### config.mk
export PLATFORM = sky130hd
export DESIGN_NAME = frac_swallow_div
export DESIGN_NICKNAME = d
export VERILOG_FILES = /design/src/rtl/fsd_pkg.sv /design/src/rtl/fsd_rst_sync.sv /design/src/rtl/fsd_burst_ctr.sv /design/src/rtl/fsd_mod_stage.sv /design/src/rtl/frac_swallow_div.sv
export SDC_FILE = /design/constraint.sdc
export NUM_CORES = 1
export LEC_CHECK = 0
export ABC_AREA = 1
export BUFFER_PORTS_ARGS = -buffer_cell sky130_fd_sc_hd__clkbuf_2
export CORE_ASPECT_RATIO = 1.1
export CORE_MARGIN = 1
export CORE_UTILIZATION = 50
export DETAILED_ROUTE_END_ITERATION = 8
export GPL_ROUTABILITY_DRIVEN = 0
export PLACE_DENSITY = 0.68
export SYNTH_ARGS = -nofsm -noshare
export SYNTH_HDL_FRONTEND = slang
export SYNTH_SLANG_ARGS = --single-unit
### constraint.sdc
create_clock -name clk -period 1 [get_ports clk]
set_input_delay 0.05 -clock clk [delete_from_list [all_inputs] [get_ports clk]]
set_output_delay 0.05 -clock clk [all_outputs]
set_load 0.005 [all_outputs]
### src/rtl/fsd_pkg.sv
package fsd_pkg;

  typedef enum logic {
    MODE_BURST  = 1'b0,
    MODE_SPREAD = 1'b1
  } fsd_mode_e;

  function automatic int unsigned ipow(input int unsigned base, input int unsigned expn);
    int unsigned acc;
    acc = 1;
    for (int unsigned i = 0; i < expn; i++) begin
      acc = acc * base;
    end
    return acc;
  endfunction

endpackage

### src/rtl/fsd_rst_sync.sv
module fsd_rst_sync (
  input  logic clk,
  input  logic rst_n_in,
  output logic rst_n_out
);

  logic meta_q;
  logic sync_q;

  always_ff @(posedge clk or negedge rst_n_in) begin
    if (!rst_n_in) begin
      meta_q <= 1'b0;
      sync_q <= 1'b0;
    end else begin
      meta_q <= 1'b1;
      sync_q <= meta_q;
    end
  end

  assign rst_n_out = sync_q;

endmodule

### src/rtl/fsd_burst_ctr.sv
module fsd_burst_ctr #(
  parameter int unsigned FRAME = 25,
  parameter int unsigned PASS  = 16
) (
  input  logic clk,
  input  logic rst_n,
  input  logic clr,
  input  logic adv,
  output logic pass,
  output logic at_zero
);

  localparam int unsigned CW = (FRAME > 1) ? $clog2(FRAME) : 1;
  localparam logic [CW-1:0] LAST = CW'(FRAME - 1);
  localparam bit POW2_TAIL = ((PASS & (PASS - 1)) == 0) && (FRAME <= 2 * PASS) && (PASS > 1);

  logic [CW-1:0] cnt_q;
  logic [CW-1:0] cnt_d;
  logic          drop;

  // The drop flag comes from a single count bit when the pass length
  // is a power of two that covers the upper part of the frame.
  generate
    if (POW2_TAIL) begin : g_bit_drop
      localparam int unsigned DB = $clog2(PASS);
      assign drop = cnt_q[DB];
    end else begin : g_cmp_drop
      assign drop = (cnt_q >= CW'(PASS));
    end
  endgenerate

  always_comb begin
    cnt_d = cnt_q;
    if (clr) begin
      cnt_d = '0;
    end else if (adv) begin
      if (cnt_q == LAST) cnt_d = '0;
      else               cnt_d = cnt_q + 1'b1;
    end
  end

  always_ff @(posedge clk or negedge rst_n) begin
    if (!rst_n) cnt_q <= '0;
    else        cnt_q <= cnt_d;
  end

  assign pass    = ~drop;
  assign at_zero = (cnt_q == '0);

  a_r2_wrap: assert property (@(posedge clk) disable iff (!rst_n)
    (adv && !clr && cnt_q == LAST) |=> (cnt_q == '0));

  a_r7_idle_hold: assert property (@(posedge clk) disable iff (!rst_n)
    (!adv && !clr) |=> $stable(cnt_q));

  a_r6_clear_zero: assert property (@(posedge clk) disable iff (!rst_n)
    clr |=> (cnt_q == '0));

  a_r2_in_range: assert property (@(posedge clk) disable iff (!rst_n)
    (cnt_q <= LAST));

endmodule

### src/rtl/fsd_mod_stage.sv
module fsd_mod_stage #(
  parameter int unsigned MOD = 5
) (
  input  logic clk,
  input  logic rst_n,
  input  logic clr,
  input  logic adv,
  output logic pass,
  output logic at_zero
);

  localparam int unsigned SW = (MOD > 1) ? $clog2(MOD) : 1;
  localparam logic [SW-1:0] LAST = SW'(MOD - 1);

  logic [SW-1:0] cnt_q;
  logic [SW-1:0] cnt_d;

  always_comb begin
    cnt_d = cnt_q;
    if (clr) begin
      cnt_d = '0;
    end else if (adv) begin
      if (cnt_q == LAST) cnt_d = '0;
      else               cnt_d = cnt_q + 1'b1;
    end
  end

  always_ff @(posedge clk or negedge rst_n) begin
    if (!rst_n) cnt_q <= '0;
    else        cnt_q <= cnt_d;
  end

  // The event arriving on the last count value is swallowed.
  assign pass    = (cnt_q != LAST);
  assign at_zero = (cnt_q == '0);

  a_r3_stage_wrap: assert property (@(posedge clk) disable iff (!rst_n)
    (adv && !clr && cnt_q == LAST) |=> (cnt_q == '0));

  a_r3_stage_range: assert property (@(posedge clk) disable iff (!rst_n)
    (cnt_q <= LAST));

  a_r7_stage_hold: assert property (@(posedge clk) disable iff (!rst_n)
    (!adv && !clr) |=> $stable(cnt_q));

  a_r6_stage_clear: assert property (@(posedge clk) disable iff (!rst_n)
    clr |=> (cnt_q == '0));

endmodule

### src/rtl/frac_swallow_div.sv
module frac_swallow_div
  import fsd_pkg::*;
#(
  parameter int unsigned STAGE_MOD  = 5,
  parameter int unsigned NUM_STAGES = 2
) (
  input  logic clk,
  input  logic rst_n,
  input  logic clr,
  input  logic mode_sel,
  input  logic ev_in,
  output logic ev_out,
  output logic frame_start
);

  localparam int unsigned FRAME = ipow(STAGE_MOD, NUM_STAGES);
  localparam int unsigned PASS  = ipow(STAGE_MOD - 1, NUM_STAGES);

  logic rst_s_n;

  fsd_rst_sync u_rst (
    .clk       (clk),
    .rst_n_in  (rst_n),
    .rst_n_out (rst_s_n)
  );

  fsd_mode_e mode_q;
  fsd_mode_e mode_d;
  fsd_mode_e eff_mode;
  logic      at_boundary;
  logic      ev_take;

  logic burst_adv;
  logic burst_pass;
  logic burst_zero;

  logic [NUM_STAGES:0]   chain;
  logic [NUM_STAGES-1:0] st_pass;
  logic [NUM_STAGES-1:0] st_zero;

  logic pass_now;
  logic ev_out_q;
  logic ev_out_d;
  logic fs_q;
  logic fs_d;

  assign ev_take     = ev_in & ~clr;
  assign at_boundary = burst_zero & (&st_zero);
  assign eff_mode    = at_boundary ? fsd_mode_e'(mode_sel) : mode_q;

  assign burst_adv = ev_take & (eff_mode == MODE_BURST);

  fsd_burst_ctr #(
    .FRAME (FRAME),
    .PASS  (PASS)
  ) u_burst (
    .clk     (clk),
    .rst_n   (rst_s_n),
    .clr     (clr),
    .adv     (burst_adv),
    .pass    (burst_pass),
    .at_zero (burst_zero)
  );

  assign chain[0] = ev_take & (eff_mode == MODE_SPREAD);

  generate
    for (genvar g = 0; g < NUM_STAGES; g++) begin : g_stage
      fsd_mod_stage #(
        .MOD (STAGE_MOD)
      ) u_stage (
        .clk     (clk),
        .rst_n   (rst_s_n),
        .clr     (clr),
        .adv     (chain[g]),
        .pass    (st_pass[g]),
        .at_zero (st_zero[g])
      );
      assign chain[g+1] = chain[g] & st_pass[g];
    end
  endgenerate

  always_comb begin
    if (eff_mode == MODE_BURST) pass_now = burst_adv & burst_pass;
    else                        pass_now = chain[NUM_STAGES];
  end

  always_comb begin
    ev_out_d = pass_now;
    fs_d     = pass_now & at_boundary;
    mode_d   = eff_mode;
  end

  always_ff @(posedge clk or negedge rst_s_n) begin
    if (!rst_s_n) begin
      ev_out_q <= 1'b0;
      fs_q     <= 1'b0;
      mode_q   <= MODE_BURST;
    end else begin
      ev_out_q <= ev_out_d;
      fs_q     <= fs_d;
      mode_q   <= mode_d;
    end
  end

  assign ev_out      = ev_out_q;
  assign frame_start = fs_q;

  a_r4_no_spurious: assert property (@(posedge clk) disable iff (!rst_s_n)
    !(ev_in && !clr) |=> !ev_out);

  a_r5_fs_with_out: assert property (@(posedge clk) disable iff (!rst_s_n)
    frame_start |-> ev_out);

  a_r6_quiet_after_clr: assert property (@(posedge clk) disable iff (!rst_s_n)
    clr |=> (!ev_out && !frame_start));

  a_r8_mode_hold: assert property (@(posedge clk) disable iff (!rst_s_n)
    !at_boundary |=> $stable(mode_q));

  a_r5_start_passes: assert property (@(posedge clk) disable iff (!rst_s_n)
    (at_boundary && ev_in && !clr) |=> (ev_out && frame_start));

endmodule

# Word level (Yosys, flattened, before mapping)
# Cells that the tools add are included.
dict set report totals {
  register_bits 16
  input_bits 5
  out_inout_bits 2
  word_cells 45
}
dict set report classes {
  n_addsub 3
  eq_ne 5
  muxes 11
  bitwise 11
  n_reduce_logical 7
}
# cell n
set op_table {}
lappend op_table {{$mux W3} 6}
lappend op_table {{$mux W5} 3}
lappend op_table {{$and A1 B1 Y1} 8}
lappend op_table {{$add A3 B1 Y3 const B} 2}
lappend op_table {{$eq A3 B3 Y1 const B} 2}
lappend op_table {{$logic_not A3 Y1} 2}
lappend op_table {{$ne A3 B3 Y1 const B} 2}
lappend op_table {{$reduce_bool A2 Y1} 3}
lappend op_table {{$add A5 B1 Y5 const B} 1}
lappend op_table {{$eq A5 B5 Y1 const B} 1}
lappend op_table {{$logic_not A5 Y1} 1}
lappend op_table {{$not A1 Y1} 3}
lappend op_table {{$mux W1} 2}
lappend op_table {{$reduce_and A2 Y1} 1}

# Logic depth before layout (Yosys ltp)
# Gate-level depths: netlist (run 1).
dict set report logic_depth {
  word_depth 9
  ltp_mapped 11
  depth_no_buf 11
}

# Cells and area by module
# From an unflattened synthesis (run 1), not the netlist that was laid out.
dict set report unflattened {
  hier_cells 117
  hier_area_um2 900.9
}
# module instances cells_per_inst area_each_um2 seq_area_each_um2
set modules_own_cells {}
lappend modules_own_cells {fsd_mod_stage 2 24 182.7 75.1}
lappend modules_own_cells {fsd_burst_ctr 1 47 315.3 125.1}
lappend modules_own_cells {frac_swallow_div 1 19 166.4 75.1}
lappend modules_own_cells {fsd_rst_sync 1 3 53.8 50.0}

# Least setup slack after synthesis (run 1)
# Ideal clock, no wire load.
dict set report synth_path {
  path_kind {flip-flop to flip-flop}
  start {register u_burst.cnt_q[0]}
  end {register u_burst.cnt_q[4]}
  setup_time_ps 117
  arrival_ps 1315
  required_ps 883
  slack_ps -433
  path_stages_with_launch 12
  n_path_buf 0
  synth_period_minus_slack_ps 1433
  cell_sequence {dfrtp_1 > inv_1 > ha_1 > nand2_4 > nor2_8 > nand2_4 > nand2_4 > nand2_4 > nand2_4 > nand2_4 > nand2_1 > o21ai_2}
}
dict set report synth_via {
  elab_chain_len 6
  elab_cells_between_ends 11
  cone_classes {1 x add/sub; 1 x eq/ne; 4 x mux; 3 x bitwise; 2 x reduce/logical}
}
# element line_no
set synth_rtl {}
lappend synth_rtl {{from (decl)} fsd_burst_ctr.sv:17} ;# logic [CW-1:0] cnt_q;
lappend synth_rtl {{from (signal assigned)} fsd_burst_ctr.sv:44} ;# else cnt_q <= cnt_d;
lappend synth_rtl {{branches (longest 6 deep; another with $add A5 B1 Y5)} --}
# Several ways; the timed one is not identified. The select of a mux whose other input is x is not followed.
# A chain may end at the register's enable or synchronous reset.

# Final worst setup path (run 1)
dict set report layout_path {
  start {register g_stage[1].u_stage.cnt_q[0]}
  end {register u_burst.cnt_q[4]}
}
dict set report layout_via {
  elab_chain_len 7
}
# element line_no
set layout_rtl {}
lappend layout_rtl {{from (decl)} fsd_mod_stage.sv:15} ;# logic [SW-1:0] cnt_q;
lappend layout_rtl {{from (signal assigned)} fsd_mod_stage.sv:30} ;# else cnt_q <= cnt_d;
lappend layout_rtl {{$logic_not A3 Y1} fsd_mod_stage.sv:35} ;# assign at_zero = (cnt_q == '0);
lappend layout_rtl {{$reduce_and A2 Y1} frac_swallow_div.sv:48} ;# assign at_boundary = burst_zero & (&st_zero);
lappend layout_rtl {{$and A1 B1 Y1} frac_swallow_div.sv:48}
lappend layout_rtl {{$mux W1} frac_swallow_div.sv:49} ;# assign eff_mode = at_boundary ? fsd_mode_e'(mode_sel) : mode_q;
lappend layout_rtl {{$not A1 Y1} --}
lappend layout_rtl {{$and A1 B1 Y1} frac_swallow_div.sv:51} ;# assign burst_adv = ev_take & (eff_mode == MODE_BURST);
lappend layout_rtl {{$reduce_bool A2 Y1 (no source line)} --}
# No other way between the ends.

==> metrics.txt, run 1 <==
status finished, violations left; failing checks setup timing; Worst Setup SP g_stage[1].u_stage.cnt_q[0]; TritonCTS Buffers 3; drt wl/cell 11.9 um; dpl hpwl 1440 um; DR vias/cell roughly 4.8; Worst path max stage delay 0.40 ns; via count of the first global-routing pass between 800 and 900; Slowest cell on crit path dfrtp_1; Final ANT Viol Nets 0; CP Capture Type register; global route overflow 0; Final Hold Viols 0; All-Layer GR Usage 20.8%; fin nets 150; clock sink count 16; Critical path buffers and inverters 1; Layout Utilization 71.8%; routed vias ~800; critical path arrival 1.68 ns; most used cell along the critical path nand2_4; # diodes 0; Max rail drop VDD 1.71 mV; first-pass GRT wire length approximately 3400 um; CTS Buffer Depth 2; Clk pin slew, worst setup/hold paths 0.10 ns; PD cells 2330 mW/mm^2; Non-Filler Instances 164; max-slew violations 0; worst skew pair latency 0.29 ns; mean post-synth cell area 9.35 um^2; DR pass1 iterations 6; Max H-tree Level 1; buffers added on ports 6; Fmax 674 MHz; initial antenna violation count 0; CTS tree yes; Die H 48.5 um; placed cells about 160; fin worst setup slack -0.484 ns; Initial Utilization around 54%; top-area cell type share of the netlist area 40.8%; Netlist cell types 22; initial DRC count 14; layout cells sized above 1 51.1%; unrepaired setup endpoints after global routing yes; reg-to-reg startpoint g_stage[1].u_stage.cnt_q[0]; largest cells by area after synthesis dfrtp_1, nand2_4, ha_1, nand2_1, inv_1; most frequent cells in the layout buf_4, nand2_1, dfrtp_1; WS Path Type reg -> reg; Hold/Removal Path Class in -> async; worst-path cell chain inv_1 -> ha_2 -> nand2_2 -> nor2_4 -> nand2_4 -> nand2_4 -> nand2_4 -> nand2_4 -> nand2_8 -> nand2_4 -> o21ai_2; Top delay family on crit path simple AND/OR/NAND/NOR gates; Die Footprint 0.00215 mm^2; DRC violations left 0; Mapped Area 982 um^2; drt total wl between 1500 and 2000 um; Site Rows 16; synthesized instance count 105; Core Region approximately 0.0018 mm^2; #FFs+latches synth 16; root buffer cell clkbuf_4; post-synth top area cell dfrtp_1; most common cell after layout, fill and taps aside buf_4; max cap viols 0; min cycle time layout about 1.5 ns; Crit Path Max Fanout 6; clk_skew between 0.01 and 0.015 ns; Tcrit/Tclk final 148%; Die W 44.3 um; Syn Nets 116; Final Total Pwr just over 3 mW; Yosys warnings 0; Seq/Total Area, Yosys 40.8%; pre-CTS WS -0.559 ns; Reg2Reg Setup Slack -0.48 ns; pin count of the biggest net entering global routing 15; endpoints failing setup 14; Setup crit start kind register; Top-Level Pins 7; Lkg Pwr 0.698 nW; Layout area overhead 33.2%; CP Data Required Time about 1.2 ns
-- metal layers --
| layer | up-vias | wire length [um] | global-route usage [%] |
|---|---|---|---|
| met3 | 6 | 39 | 2.24 |
| met2 | 16 | 1050 | 35.5 |
| met5 | - | 0 | 0 |
| met4 | 0 | 47 | 10.1 |
| met1 | 373 | 824 | 25.4 |
| li1 | 393 | - | - |
-- cells in the mapped netlist (all sizes together) --
cell type	number
xor2	3
ha	6
nand4	1
nor3	3
dfrtp	16
nor2	5
conb	1
a21oi	1
o21ai	11
nand3	10
nand2	29
xnor2	1
inv	18
-- per-stage QoR --
stage	instance area, um^2	TNS, ns	hold slack (ns)
5_1_grt	1310	-7.19	0.0841
2_1_floorplan	1000	-4.45	-0.246
3_5_place_dp	1200	-6.65	-0.162
3_3_place_gp	1200	-5.82	-0.164
4_1_cts	1270	-6.15	0.0718
6_report	1310	-6.07	0.0553
-- state kept, by name, indices dropped and copies added, names as in the netlist --
register and cells:
u_rst.meta_q 1, ev_out 1, mode_q 1, frame_start 1, g_stage.u_stage.cnt_q 6, u_rst.rst_n_out 1
u_burst.cnt_q 5
-- worst paths after layout --
check,end,depth (start not counted)
min reg2reg,u_burst.cnt_q[1],1
min in group clk,mode_q,3
max reg2reg,u_burst.cnt_q[4],11
max,u_burst.cnt_q[4],11
min,u_rst.meta_q,2
max in group asynchronous,g_stage[0].u_stage.cnt_q[2],1
-- cell type report --
class,instances,area (um^2)
Sequential cell,16,400
Inverter,18,67.6
Clock buffer,3,22.5
Tap cell,27,33.8
Timing Repair Buffer,29,205
Fill cell,144,513
Multi-Input combinational cell,71,579
-- what timing repair did --
action	in CTS	in global routing
endpoints found under the hold margin	2	0
gates resized for setup	7	5
pin swaps	8	4
endpoints found under the setup margin	14	14
hold buffers	1	0
setup buffers	2	2
-- logic make-up (layout without fill, tap and decap cells) --
logic type                 Yosys count  after routing  synth area share [%]
AOI/OAI and AO/OA                   12             12                  7.26
xor gates and xnor gates             4              4                  3.57
adders and majority gates            6              6                  7.64
buffers and inverters               18             50                  6.88
DFF                                 16             16                  40.8
other                                1              1                 0.382
and+or+nand+nor                     48             48                  33.5
-- report_power, final --
| part | internal [mW] | switching, mW | leakage, nW |
|---|---|---|---|
| Clock | 0.140 | 0.201 | 0.0138 |
| Combinational | 0.817 | 1.01 | 0.471 |
| Sequential | 0.793 | 0.0871 | 0.213 |
Power figures use the tool's default switching activity.
==> run 2, diff against run 1 <==
--- a/config.mk
+++ b/config.mk
@@ -9,10 +9,10 @@
 export BUFFER_PORTS_ARGS = -buffer_cell sky130_fd_sc_hd__clkbuf_2
 export CORE_ASPECT_RATIO = 1.1
 export CORE_MARGIN = 1
-export CORE_UTILIZATION = 50
+export CORE_UTILIZATION = 55
 export DETAILED_ROUTE_END_ITERATION = 8
 export GPL_ROUTABILITY_DRIVEN = 0
-export PLACE_DENSITY = 0.68
+export PLACE_DENSITY = 0.74
 export SYNTH_ARGS = -nofsm -noshare
 export SYNTH_HDL_FRONTEND = slang
 export SYNTH_SLANG_ARGS = --single-unit
==> run 2 against run 1 <==
Compared with the run above:
- the run still ends with setup timing left
- first-iteration DRC count up 50%
- power up 17%
- critical path depth down 1
- cell count shrank 2.4%
- non-clock buffer count up 5
- clock skew down 0.0097 ns
- design area increased by 3.3%
- maximum frequency decreased by 3.6%
- sequential cell count unchanged
- hold slack improved by 0.0046 ns
- critical path type unchanged
- largest power group unchanged
==> metrics.txt, run 2 (synthesis gave the netlist of run 1 again) <==
status finished, violations left; failing checks setup timing; fin nets 155 (+3.3%); Reg with most FFs g_stage.u_stage.cnt_q; initial antenna violation count 0 (unchanged); Max rail drop VDD 1.69 mV (-0.85%); max cap viols 0 (unchanged); placed cells 147 (-5.8%); Final Total Pwr 3.58 mW (+17%); Placed Area 0.00120 mm^2 (-0.42%); root buffer cell clkbuf_4; CP Data Required Time 1.21 ns (+0.02 ns); DR vias/cell 5.40 (+12%); biggest regs g_stage.u_stage.cnt_q x6, u_burst.cnt_q x5; DRC violations left 0 (unchanged); Die H 46.3 um (-4.5%); Initial Utilization 60.9% (+6.9 points); initial DRC count 21 (+7); Die W 42.3 um (-4.5%); Top-Level Pins 7 (unchanged); drt total wl 2510 um (+28%); pin count of the biggest net entering global routing 15 (unchanged); WS Path Type reg -> reg; Layout area overhead 37.6%; global route overflow 0 (unchanged); TritonCTS Buffers 3 (unchanged); Lkg Pwr 0.720 nW (+3.2%); All-Layer GR Usage 24.7% (+3.8 points); Final ANT Viol Nets 0 (unchanged); worst skew pair latency 0.29 ns (about the same); Crit Path Max Fanout 4 (-2); drt wl/cell 15.7 um (+31%); pre-CTS WS -0.484 ns (+0.0752 ns); Hold/Removal Path Class in -> async; Site Rows 15 (-1); design area 0.00135 mm^2 (+3.3%); final setup TNS -6.69 ns (-0.621 ns); Layout fillers 92 (-36%); Die Footprint 0.00196 mm^2 (-8.7%); CTS Buffer Depth 2 (unchanged); endpoints failing setup 14 (unchanged); Clk pin slew, worst setup/hold paths 0.11 ns (about the same); Seq. cell area 400 um^2 (unchanged); via count of the first global-routing pass 822 (-4.6%); Max H-tree Level 1 (unchanged); Non-Filler Instances 160 (-2.4%); clk_skew 0.00280 ns (-0.00972 ns); Multi-input gate area 581 um^2 (+0.22%); Fmax 650 MHz (-3.6%); most common cell after layout, fill and taps aside buf_4; Setup crit start kind register; max reg flops 6 (unchanged); first-pass GRT wire length 3530 um (+5.1%); clock sink count 16 (unchanged); min cycle time layout 1.54 ns (+0.0551 ns); critical path arrival 1.75 ns (+0.07 ns); final hold slack 0.0599 ns (+0.00462 ns); # diodes 0 (unchanged); fin worst setup slack -0.539 ns (-0.0551 ns); dpl hpwl 1450 um (+0.53%); layout cells sized above 1 55.2% (+4.1 points); unrepaired setup endpoints after global routing yes; most frequent cells in the layout buf_4, dfrtp_1, nand2_1; routed vias 864 (+9.6%); Tcrit/Tclk final 154% (+5.5 points); DR pass1 iterations 4 (-2); max-slew violations 0 (unchanged); Core Region 0.00161 mm^2 (-11%); Layout Utilization 83.7% (+12 points); CTS tree yes; buffers added on ports 6 (unchanged); Final Hold Viols 0 (unchanged); PD cells 2650 mW/mm^2 (+14%); CP Capture Type register
-- run 2: changes by cell type in the layout (fill, tap and decap cells not counted), sizes merged --
cell,change
buf,+5
clkbuf,+1
-- run 2: routing by layer --
metal  vias to the layer above  routed length (um)  part of all wire, %  GRT usage (%)
met1                       424                1010                   40           30.3
met4                         0                  63                  2.5           14.4
met2                        18                1360                   54           42.2
li1                        414                   -                    -              -
met3                         8                  71                  2.8           3.14
met5                         -                   0                    0              0
-- run 2: what timing repair did --
item | 4_1_cts | 5_1_grt
hold buffers | 1 | 0
endpoints found under the setup margin | 14 | 14
setup buffers | 5 | 3
resized for setup | 4 | 12
pin swaps | 6 | 8
endpoints found under the hold margin | 2 | 0
-- run 2: final timing paths --
path	from	depth (start not counted)	slack [ns]	endpoint
hold / removal	rst_n	2	0.06	u_rst.meta_q
setup / recovery	g_stage[0].u_stage.cnt_q[0]	10	-0.54	u_burst.cnt_q[2]
setup reg to reg	g_stage[0].u_stage.cnt_q[0]	10	-0.54	u_burst.cnt_q[2]
min in group clk	mode_sel	3	0.07	mode_q
hold reg to reg	u_rst.rst_n_out	1	0.18	g_stage[1].u_stage.cnt_q[1]
max in group asynchronous	u_rst.rst_n_out	1	0.65	frame_start
-- run 2: cell type report --
class / count / share of cell area (%)
clock buffers: 4 / 2.69
inverters: 18 / 5.19
multi-input cells: 71 / 43.0
flip-flops and latches: 16 / 29.6
well taps: 17 / 1.57
repair buffers: 34 / 18.0
-- run 2: worst max-delay path, cell delays in order (launching register included) --
cell	delay (ns)
dfrtp_1	0.42
inv_2	0.09
ha_4	0.16
nand2_4	0.05
nor2_4	0.15
nand3_2	0.11
nand2_4	0.12
nand2_4	0.07
nor2_4	0.14
nand2_1	0.06
o21ai_1	0.09
-- run 2: report_power, final --
group | internal [mW] | switching (mW) | total (mW)
clock | 0.221 | 0.233 | 0.454
sequential | 0.793 | 0.0978 | 0.891
combinational | 1.06 | 1.17 | 2.24
total | 2.08 | 1.50 | 3.58
